**src/rtl/art_pkg.sv**
```systemverilog
package art_pkg;
    typedef enum logic [2:0] {
        SRC_MUTE = 3'd0,
        SRC_L    = 3'd1,
        SRC_R    = 3'd2,
        SRC_SUM  = 3'd3,
        SRC_SAP  = 3'd4
    } src_e;

    typedef enum logic [1:0] {
        SEL_STEREO = 2'b00,
        SEL_SAP    = 2'b01,
        SEL_BOTH   = 2'b10,
        SEL_MUTE   = 2'b11
    } sel_e;

    typedef enum logic [1:0] {
        Q_IDLE,
        Q_ARM,
        Q_LOCK,
        Q_DROP
    } qstate_e;
endpackage

```
**src/rtl/det_qualifier.sv**
```systemverilog
// Debounce state machine for one detector flag. All counts must be at least 2.
module det_qualifier #(
    parameter int FAST_CNT = 4,
    parameter int SLOW_CNT = 8,
    parameter int REL_CNT  = 3
) (
    input  logic clk,
    input  logic rst_n,
    input  logic raw,
    input  logic sens_hi,
    output logic qual
);
    import art_pkg::*;

    localparam int MAX_A = (FAST_CNT > SLOW_CNT) ? FAST_CNT : SLOW_CNT;
    localparam int MAX_C = (MAX_A > REL_CNT) ? MAX_A : REL_CNT;
    localparam int CW    = $clog2(MAX_C + 1);

    qstate_e        state_q, state_n;
    logic [CW-1:0]  cnt_q, cnt_n;
    logic [CW-1:0]  tgt;

    assign tgt = sens_hi ? CW'(FAST_CNT) : CW'(SLOW_CNT);

    always_ff @(posedge clk) begin
        if (!rst_n) begin
            state_q <= Q_IDLE;
            cnt_q   <= '0;
        end else begin
            state_q <= state_n;
            cnt_q   <= cnt_n;
        end
    end

    always_comb begin
        state_n = state_q;
        cnt_n   = cnt_q;
        unique case (state_q)
            Q_IDLE: begin
                if (raw) begin
                    state_n = Q_ARM;
                    cnt_n   = CW'(1);
                end
            end
            Q_ARM: begin
                if (!raw) begin
                    state_n = Q_IDLE;
                    cnt_n   = '0;
                end else if (cnt_q >= tgt - CW'(1)) begin
                    state_n = Q_LOCK;
                    cnt_n   = '0;
                end else begin
                    cnt_n = cnt_q + CW'(1);
                end
            end
            Q_LOCK: begin
                if (!raw) begin
                    state_n = Q_DROP;
                    cnt_n   = CW'(1);
                end
            end
            Q_DROP: begin
                if (raw) begin
                    state_n = Q_LOCK;
                    cnt_n   = '0;
                end else if (cnt_q >= CW'(REL_CNT - 1)) begin
                    state_n = Q_IDLE;
                    cnt_n   = '0;
                end else begin
                    cnt_n = cnt_q + CW'(1);
                end
            end
            default: begin
                state_n = Q_IDLE;
                cnt_n   = '0;
            end
        endcase
    end

    assign qual = (state_q == Q_LOCK) || (state_q == Q_DROP);


    qual_rise_needs_high_chk: assert property (@(posedge clk) disable iff (!rst_n)
        $rose(qual) |-> $past(raw));


    qual_fall_needs_low_chk: assert property (@(posedge clk) disable iff (!rst_n)
        $fell(qual) |-> !$past(raw));
endmodule

```
**src/rtl/cfg_hold.sv**
```systemverilog
module cfg_hold (
    input  logic       clk,
    input  logic       rst_n,
    input  logic       commit,
    input  logic [1:0] sel_in,
    input  logic       mono_in,
    input  logic       st_hi_in,
    input  logic       sap_hi_in,
    output logic [1:0] sel_q,
    output logic       mono_q,
    output logic       st_hi_q,
    output logic       sap_hi_q
);
    always_ff @(posedge clk) begin
        if (!rst_n) begin
            sel_q    <= 2'b00;
            mono_q   <= 1'b0;
            st_hi_q  <= 1'b0;
            sap_hi_q <= 1'b0;
        end else if (commit) begin
            sel_q    <= sel_in;
            mono_q   <= mono_in;
            st_hi_q  <= st_hi_in;
            sap_hi_q <= sap_hi_in;
        end
    end


    no_commit_hold_chk: assert property (@(posedge clk) disable iff (!rst_n)
        !commit |=> $stable({sel_q, mono_q, st_hi_q, sap_hi_q}));
endmodule

```
**src/rtl/route_matrix.sv**
```systemverilog
module route_matrix (
    input  logic       clk,
    input  logic       rst_n,
    input  logic       st_det,
    input  logic       sap_det,
    input  logic [1:0] sel,
    input  logic       mono,
    output logic [2:0] left_o,
    output logic [2:0] right_o,
    output logic [1:0] mode_o
);
    import art_pkg::*;

    sel_e sel_v;
    src_e l_n, r_n, l_q, r_q;
    logic [1:0] mode_q;

    assign sel_v = sel_e'(sel);

    always_comb begin
        l_n = SRC_SUM;
        r_n = SRC_SUM;
        if (sel_v == SEL_MUTE) begin
            l_n = SRC_MUTE;
            r_n = SRC_MUTE;
        end else if (mono) begin
            l_n = SRC_SUM;
            r_n = SRC_SUM;
        end else if (sap_det && sel_v == SEL_SAP) begin
            l_n = SRC_SAP;
            r_n = SRC_SAP;
        end else if (sap_det && sel_v == SEL_BOTH) begin
            l_n = SRC_SUM;
            r_n = SRC_SAP;
        end else if (st_det) begin
            l_n = SRC_L;
            r_n = SRC_R;
        end
    end

    always_ff @(posedge clk) begin
        if (!rst_n) begin
            l_q    <= SRC_SUM;
            r_q    <= SRC_SUM;
            mode_q <= 2'b00;
        end else begin
            l_q    <= l_n;
            r_q    <= r_n;
            mode_q <= {st_det, sap_det};
        end
    end

    assign left_o  = l_q;
    assign right_o = r_q;
    assign mode_o  = mode_q;


    mute_wins_chk: assert property (@(posedge clk) disable iff (!rst_n)
        (sel == 2'b11) |=> (left_o == 3'd0 && right_o == 3'd0));


    mono_forced_chk: assert property (@(posedge clk) disable iff (!rst_n)
        (mono && sel != 2'b11) |=> (left_o == 3'd3 && right_o == 3'd3));


    sap_route_implies_flag_chk: assert property (@(posedge clk) disable iff (!rst_n)
        (right_o == 3'd4) |-> mode_o[0]);


    stereo_pair_chk: assert property (@(posedge clk) disable iff (!rst_n)
        (right_o == 3'd2) |-> (left_o == 3'd1 && mode_o[1]));
endmodule

```
**src/rtl/audio_route_ctrl.sv**
```systemverilog
module audio_route_ctrl #(
    parameter int FAST_CNT = 4,
    parameter int SLOW_CNT = 8,
    parameter int REL_CNT  = 3
) (
    input  logic       clk,
    input  logic       rst_n,
    input  logic       st_raw,
    input  logic       sap_raw,
    input  logic [1:0] cfg_sel,
    input  logic       cfg_mono,
    input  logic       cfg_st_hi,
    input  logic       cfg_sap_hi,
    input  logic       cfg_commit,
    output logic [2:0] left_src,
    output logic [2:0] right_src,
    output logic [1:0] mode_code
);
    localparam int NDET = 2;

    logic [1:0] sel_q;
    logic       mono_q, st_hi_q, sap_hi_q;
    logic [NDET-1:0] raw_v, sens_v, qual_v;

    cfg_hold cfg_i (
        .clk       (clk),
        .rst_n     (rst_n),
        .commit    (cfg_commit),
        .sel_in    (cfg_sel),
        .mono_in   (cfg_mono),
        .st_hi_in  (cfg_st_hi),
        .sap_hi_in (cfg_sap_hi),
        .sel_q     (sel_q),
        .mono_q    (mono_q),
        .st_hi_q   (st_hi_q),
        .sap_hi_q  (sap_hi_q)
    );

    // index 1: stereo pilot, index 0: SAP carrier
    assign raw_v  = {st_raw, sap_raw};
    assign sens_v = {st_hi_q, sap_hi_q};

    for (genvar g = 0; g < NDET; g++) begin : g_det
        det_qualifier #(
            .FAST_CNT (FAST_CNT),
            .SLOW_CNT (SLOW_CNT),
            .REL_CNT  (REL_CNT)
        ) qual_i (
            .clk     (clk),
            .rst_n   (rst_n),
            .raw     (raw_v[g]),
            .sens_hi (sens_v[g]),
            .qual    (qual_v[g])
        );
    end

    route_matrix route_i (
        .clk     (clk),
        .rst_n   (rst_n),
        .st_det  (qual_v[1]),
        .sap_det (qual_v[0]),
        .sel     (sel_q),
        .mono    (mono_q),
        .left_o  (left_src),
        .right_o (right_src),
        .mode_o  (mode_code)
    );
endmodule

```
**config.mk**
```make
export PLATFORM = sky130hd
export DESIGN_NAME = audio_route_ctrl
export DESIGN_NICKNAME = d
export VERILOG_FILES = /design/src/rtl/art_pkg.sv /design/src/rtl/det_qualifier.sv /design/src/rtl/cfg_hold.sv /design/src/rtl/route_matrix.sv /design/src/rtl/audio_route_ctrl.sv
export SDC_FILE = /design/constraint.sdc
export NUM_CORES = 1
export LEC_CHECK = 0
export BUFFER_PORTS_ARGS = -buffer_cell sky130_fd_sc_hd__buf_2
export CORE_AREA = 2 2 52 54
export DETAILED_ROUTE_END_ITERATION = 16
export DIE_AREA = 0 0 54 56
export GPL_ROUTABILITY_DRIVEN = 0
export PLACE_DENSITY = 0.75
export SKIP_LAST_GASP = 1
export SLEW_MARGIN = 40
export SYNTH_ARGS = -nofsm -noshare
export SYNTH_HDL_FRONTEND = slang
export SYNTH_HIERARCHICAL = 1
export SYNTH_SLANG_ARGS = --single-unit
```
**constraint.sdc**
```tcl
create_clock -name clk -period 1.7 [get_ports clk]
set_input_delay 0.085 -clock clk [delete_from_list [all_inputs] [get_ports clk]]
set_output_delay 0.085 -clock clk [all_outputs]
set_load 0.005 [all_outputs]
```
# Word-level counts from Yosys, hierarchy flattened
# Index checks and enable logic that the tools add are counted.
dict set report classes {
  addsub 4
  n_mul 0
  div 0
  n_lt_le_gt_ge 4
  n_eq_ne 17
  shift 0
  mux 40
  bitwise_logic 1
  reduce_logical 11
}
# cell count
set op_table {}
lappend op_table {{$mux 4} 14}
lappend op_table {{$mux 2} 17}
lappend op_table {{$pmux 4 s4} 2}
lappend op_table {{$pmux 2 s4} 2}
lappend op_table {{$eq 2x2->1 const B} 6}
lappend op_table {{$mux 3} 4}
lappend op_table {{$ne 3x2->1 const B} 4}
lappend op_table {{$add 4x1->4 const B} 2}
lappend op_table {{$ge 4x2->1 const B} 2}
lappend op_table {{$ge 4x4->1} 2}
lappend op_table {{$ne 2x2->1 const B} 4}
lappend op_table {{$reduce_and 4->1} 2}
lappend op_table {{$sub 4x1->4 const B} 2}
lappend op_table {{$eq 2x1->1 const B} 3}
lappend op_table {{$logic_not 2->1} 2}
lappend op_table {{$reduce_and 2->1} 2}
lappend op_table {{$reduce_or 3->1} 1}
lappend op_table {{$logic_and 1x1->1} 2}
lappend op_table {{$logic_or 1x1->1} 2}
lappend op_table {{$mux 1} 1}
lappend op_table {{$not 1->1} 1}
dict set report totals {
  reg_bits 25
  latchBits 0
  ram_bits 0
  rom_bits 0
  in_bits 10
  out_inout_bits 8
  wordCells 90
  n_memories 0
}

# Longest topological paths before layout
dict set report logic_depth {
  ltp_word 7
  mapped_depth 6
  mapped_depth_nobuf 6
}

# Hierarchy
# Netlist, hierarchy kept.
# mod instances cells_per_inst area_each_um2 seq_area_each_um2
set modules_own_cells {}
lappend modules_own_cells {det_qualifier 2 46 416.6 120.1}
lappend modules_own_cells {route_matrix 1 25 275.3 160.2}
lappend modules_own_cells {cfg_hold 1 16 192.7 100.1}

# Worst setup path before layout
# Ideal clock, no wire load.
dict set report synth_path {
  path_kind {flip-flop to flip-flop}
  from {register g_det[0].qual_i.cnt_q[0]}
  to {register g_det[0].qual_i.cnt_q[0]}
  setup_time_ps 60
  arrival_ps 1325
  required_time_ps 1640
  setup_slack_ps 315
  path_stages_with_launch 7
  n_path_buf 0
  period_less_slack_ps 1385
  path_cell_list {dfxtp_1 -> inv_1 -> ha_1 -> nor4_4 -> nand4_4 -> a21oi_2 -> o221a_1}
}
dict set report synth_between {
  elab_chain_cells 4
  word_cells_on_any_way 8
  cone_classes {add/sub: 1; order compare: 2; mux: 5}
}
# element line
set synth_rtl {}
lappend synth_rtl {{start, declared} det_qualifier.sv:20} ;# logic [CW-1:0] cnt_q, cnt_n;
lappend synth_rtl {{start signal, assigned} det_qualifier.sv:31} ;# cnt_q <= cnt_n;
lappend synth_rtl {{$add 4x1->4, or another cell as far along} {det_qualifier.sv:53, det_qualifier.sv:70}}
lappend synth_rtl {{$mux 4, on equally long branches} {det_qualifier.sv:66, det_qualifier.sv:49}}
lappend synth_rtl {{$mux 4, on equally long branches} {det_qualifier.sv:63, det_qualifier.sv:46}}
lappend synth_rtl {{$pmux 4 s4 (*)} det_qualifier.sv:38} ;# unique case (state_q)
# Every way passes the cells marked *; elsewhere a longest branch is shown, timed or not.
# A chain may end at the register's enable or synchronous reset.

==> qor.csv <==
metric;value;unit
fp.dieArea;3020;µm²
net-switching-power;282;µW
tns;0;ps
wl_per_cell;13.4;µm
clkPwrFrac;25.4;%
fin_crit_sh;95.8;%
holdCritPathClass;primary input to flip-flop;
final_common_cell;dfxtp_1;
crit_type;flip-flop to flip-flop;
area_delta_synth_final;12.3;%
grt_pass1_wl;3920;µm
crit_arrival;1900;ps
cts_buffers;3;
critPathLaunchType;flip-flop;
drv_cap;0;
antenna_cells;0;
dp_hpwl;1800;µm
layout_common_cells;24 x dfxtp_1, 17 x buf_2, 11 x nand2_1;
first_pass_iters;4;
clock_skew;2.02;ps
maxSlewViolCount;0;
outcome;finished, final reports clean;
synth_nets;149;
synth_top_area_share;38.5;%
async_reset_ff_share;0;%
drtIter0Drc;15;
ys_types;36;
syn-cell-area;1300;µm²
endpoint_kind;flip-flop;
start_util;53.5;%
power;1.05;mW
fin_hold_ws;19.5;ps
synth-edff-count;0;
ant_nets;0;
maxSlewHeadroom;70.6;%
fin_crit;1630;ps
via_per_inst;5.43;
setup_slack;71.7;ps
globalRoute.totalOverflow;0;
root_buffer;clkbuf_4;
synthFlopType;dfxtp_1;
design_area;1460;µm²
max_slew.worst_pin.slew;442;ps
die_y;56;µm
ctsHoldBuffers;0;
grt_max_degree;29;
pre_cts_slack;90.5;ps
coreArea;2430;µm²
dieWidth;54;µm
clk_path_buf_depth;2;
synthCells;133;
clk_pin_slew_worst_paths;140;ps
ys_warn_count;6;
fmax;0.614;GHz
syn_avg_cell_area;9.78;µm²
p_int;770;µW
p_seq_share;60.9;%
portBuffers;17;
clk_latency;310;ps
peakVddDrop;0.734;mV
num-nets-final;168;
htree_levels;1;
critPathMaxFanout;5;
pwr-share-comb;13.7;%
antenna_found_initial;0;
num_rows;18;
routed_wl;2430;µm
synth_area_leaders;dfxtp_1 38%, ha_1 5.8%, nor2b_1 4.3%, a21oi_1 4.2%, mux2i_1 3.8%;
clock-sinks;25;
io_pins;18;
cts_tree;built;
drc;0;
switching_share;26.8;%
seq_area_frac_synth;38.5;%
power_density;720;nW/µm²
track_usage;17.2;%
finalHoldViolCount;0;
yosysTopAreaCell;dfxtp_1;
required;1970;ps
grt_pass1_vias;932;
layout-drive-gt1-share;27.2;%
synth-seq-cells;25;
placed_area;1400;µm²
finalSetupViolCount;0;
num_vias;983;
p_leak;0.589;nW
## per-stage QoR
| step | util (%) | cells |
|---|---|---|
| 2_1_floorplan | - | 133 |
| 3_3_place_gp | 57.7 | 175 |
| 3_5_place_dp | 57.7 | 175 |
| 4_1_cts | 58.9 | 179 |
| 5_1_grt | 60.1 | 181 |
| 6_report | 60.1 | 181 |
## per-layer routing
| metal | track usage [%] | vias to the layer above | wire length (µm) |
|---|---|---|---|
| met3 | 5.65 | 0 | 74 |
| met4 | 2.14 | 0 | 0 |
| met5 | 0 | - | 0 |
| met2 | 31.4 | 13 | 1300 |
| li1 | - | 509 | - |
| met1 | 19.2 | 461 | 1050 |
## cell families after synthesis
group                      after synthesis  share of synthesized area [%]
buffers and inverters                   13                           4.52
muxes                                    5                           3.85
and+or+nand+nor                         48                           25.9
adders and majority gates                7                           6.63
DFF                                     25                           38.5
AOI/OAI and AO/OA                       32                           18.7
xor gates and xnor gates                 3                           2.02
## state kept, by name (all words and copies together) (netlist names), named ones only
name / flops
cfg_i/mono_q: 1
cfg_i/sap_hi_q: 1
cfg_i/sel_q: 2
cfg_i/st_hi_q: 1
g_det.qual_i/cnt_q: 8
g_det.qual_i/state_q: 2
route_i/left_o: 3
route_i/mode_o: 2
route_i/right_o: 3
## area by class of cell
class	instances	area [µm²]
flip-flops and latches	25	504
clock inverters	1	7.51
repair buffers	21	115
inverters	6	22.5
clock buffers	3	22.5
fillers	227	971
multi-input cells	95	752
well taps	30	37.5
## synthesized netlist by cell type (3+ instances only)
cell type / number
dfxtp_1: 25
a21oi_1: 11
nand2_1: 11
nor2b_1: 9
ha_1: 6
inv_1: 6
nand3b_1: 6
and2_1: 5
mux2i_1: 5
nor2_1: 5
o21a_1: 3
## worst max-delay path: stages (launching register included)
cell	delay [ps]
dfxtp_4	400
inv_1	50
ha_2	200
nor4_4	380
buf_4	180
a21oi_1	60
nor2b_1	130
o221a_2	190
## timing repair
action | 4_1_cts | 5_1_grt
setup buffers | 0 | 2
resized for setup | 0 | 5
setup endpoints to repair | 0 | 3
## power groups by stage
stage | combinational, mW | sequential, mW | clock, mW
floorplan | 0.106 | 0.645 | 0
global placement | 0.132 | 0.652 | 0
detailed placement | 0.137 | 0.654 | 0
CTS | 0.137 | 0.641 | 0.284
global route | 0.160 | 0.645 | 0.308
finish | 0.144 | 0.641 | 0.267
## path summary, 6_finish.rpt
kind | slack, ps | to | cells after the start | startpoint
worst max-delay path | 70 | flip-flop | 7 | g_det[0].qual_i/cnt_q[0]$_SDFFE_PN0P_
worst min-delay path | 20 | cfg_i/st_hi_q$_SDFFE_PN0P_ | 3 | cfg_st_hi
worst max register to register | 70 | flip-flop | 7 | g_det[0].qual_i/cnt_q[0]$_SDFFE_PN0P_
worst min register to register | 540 | cfg_i/st_hi_q$_SDFFE_PN0P_ | 2 | cfg_i/st_hi_q$_SDFFE_PN0P_
(Power assumes the default switching activity.)
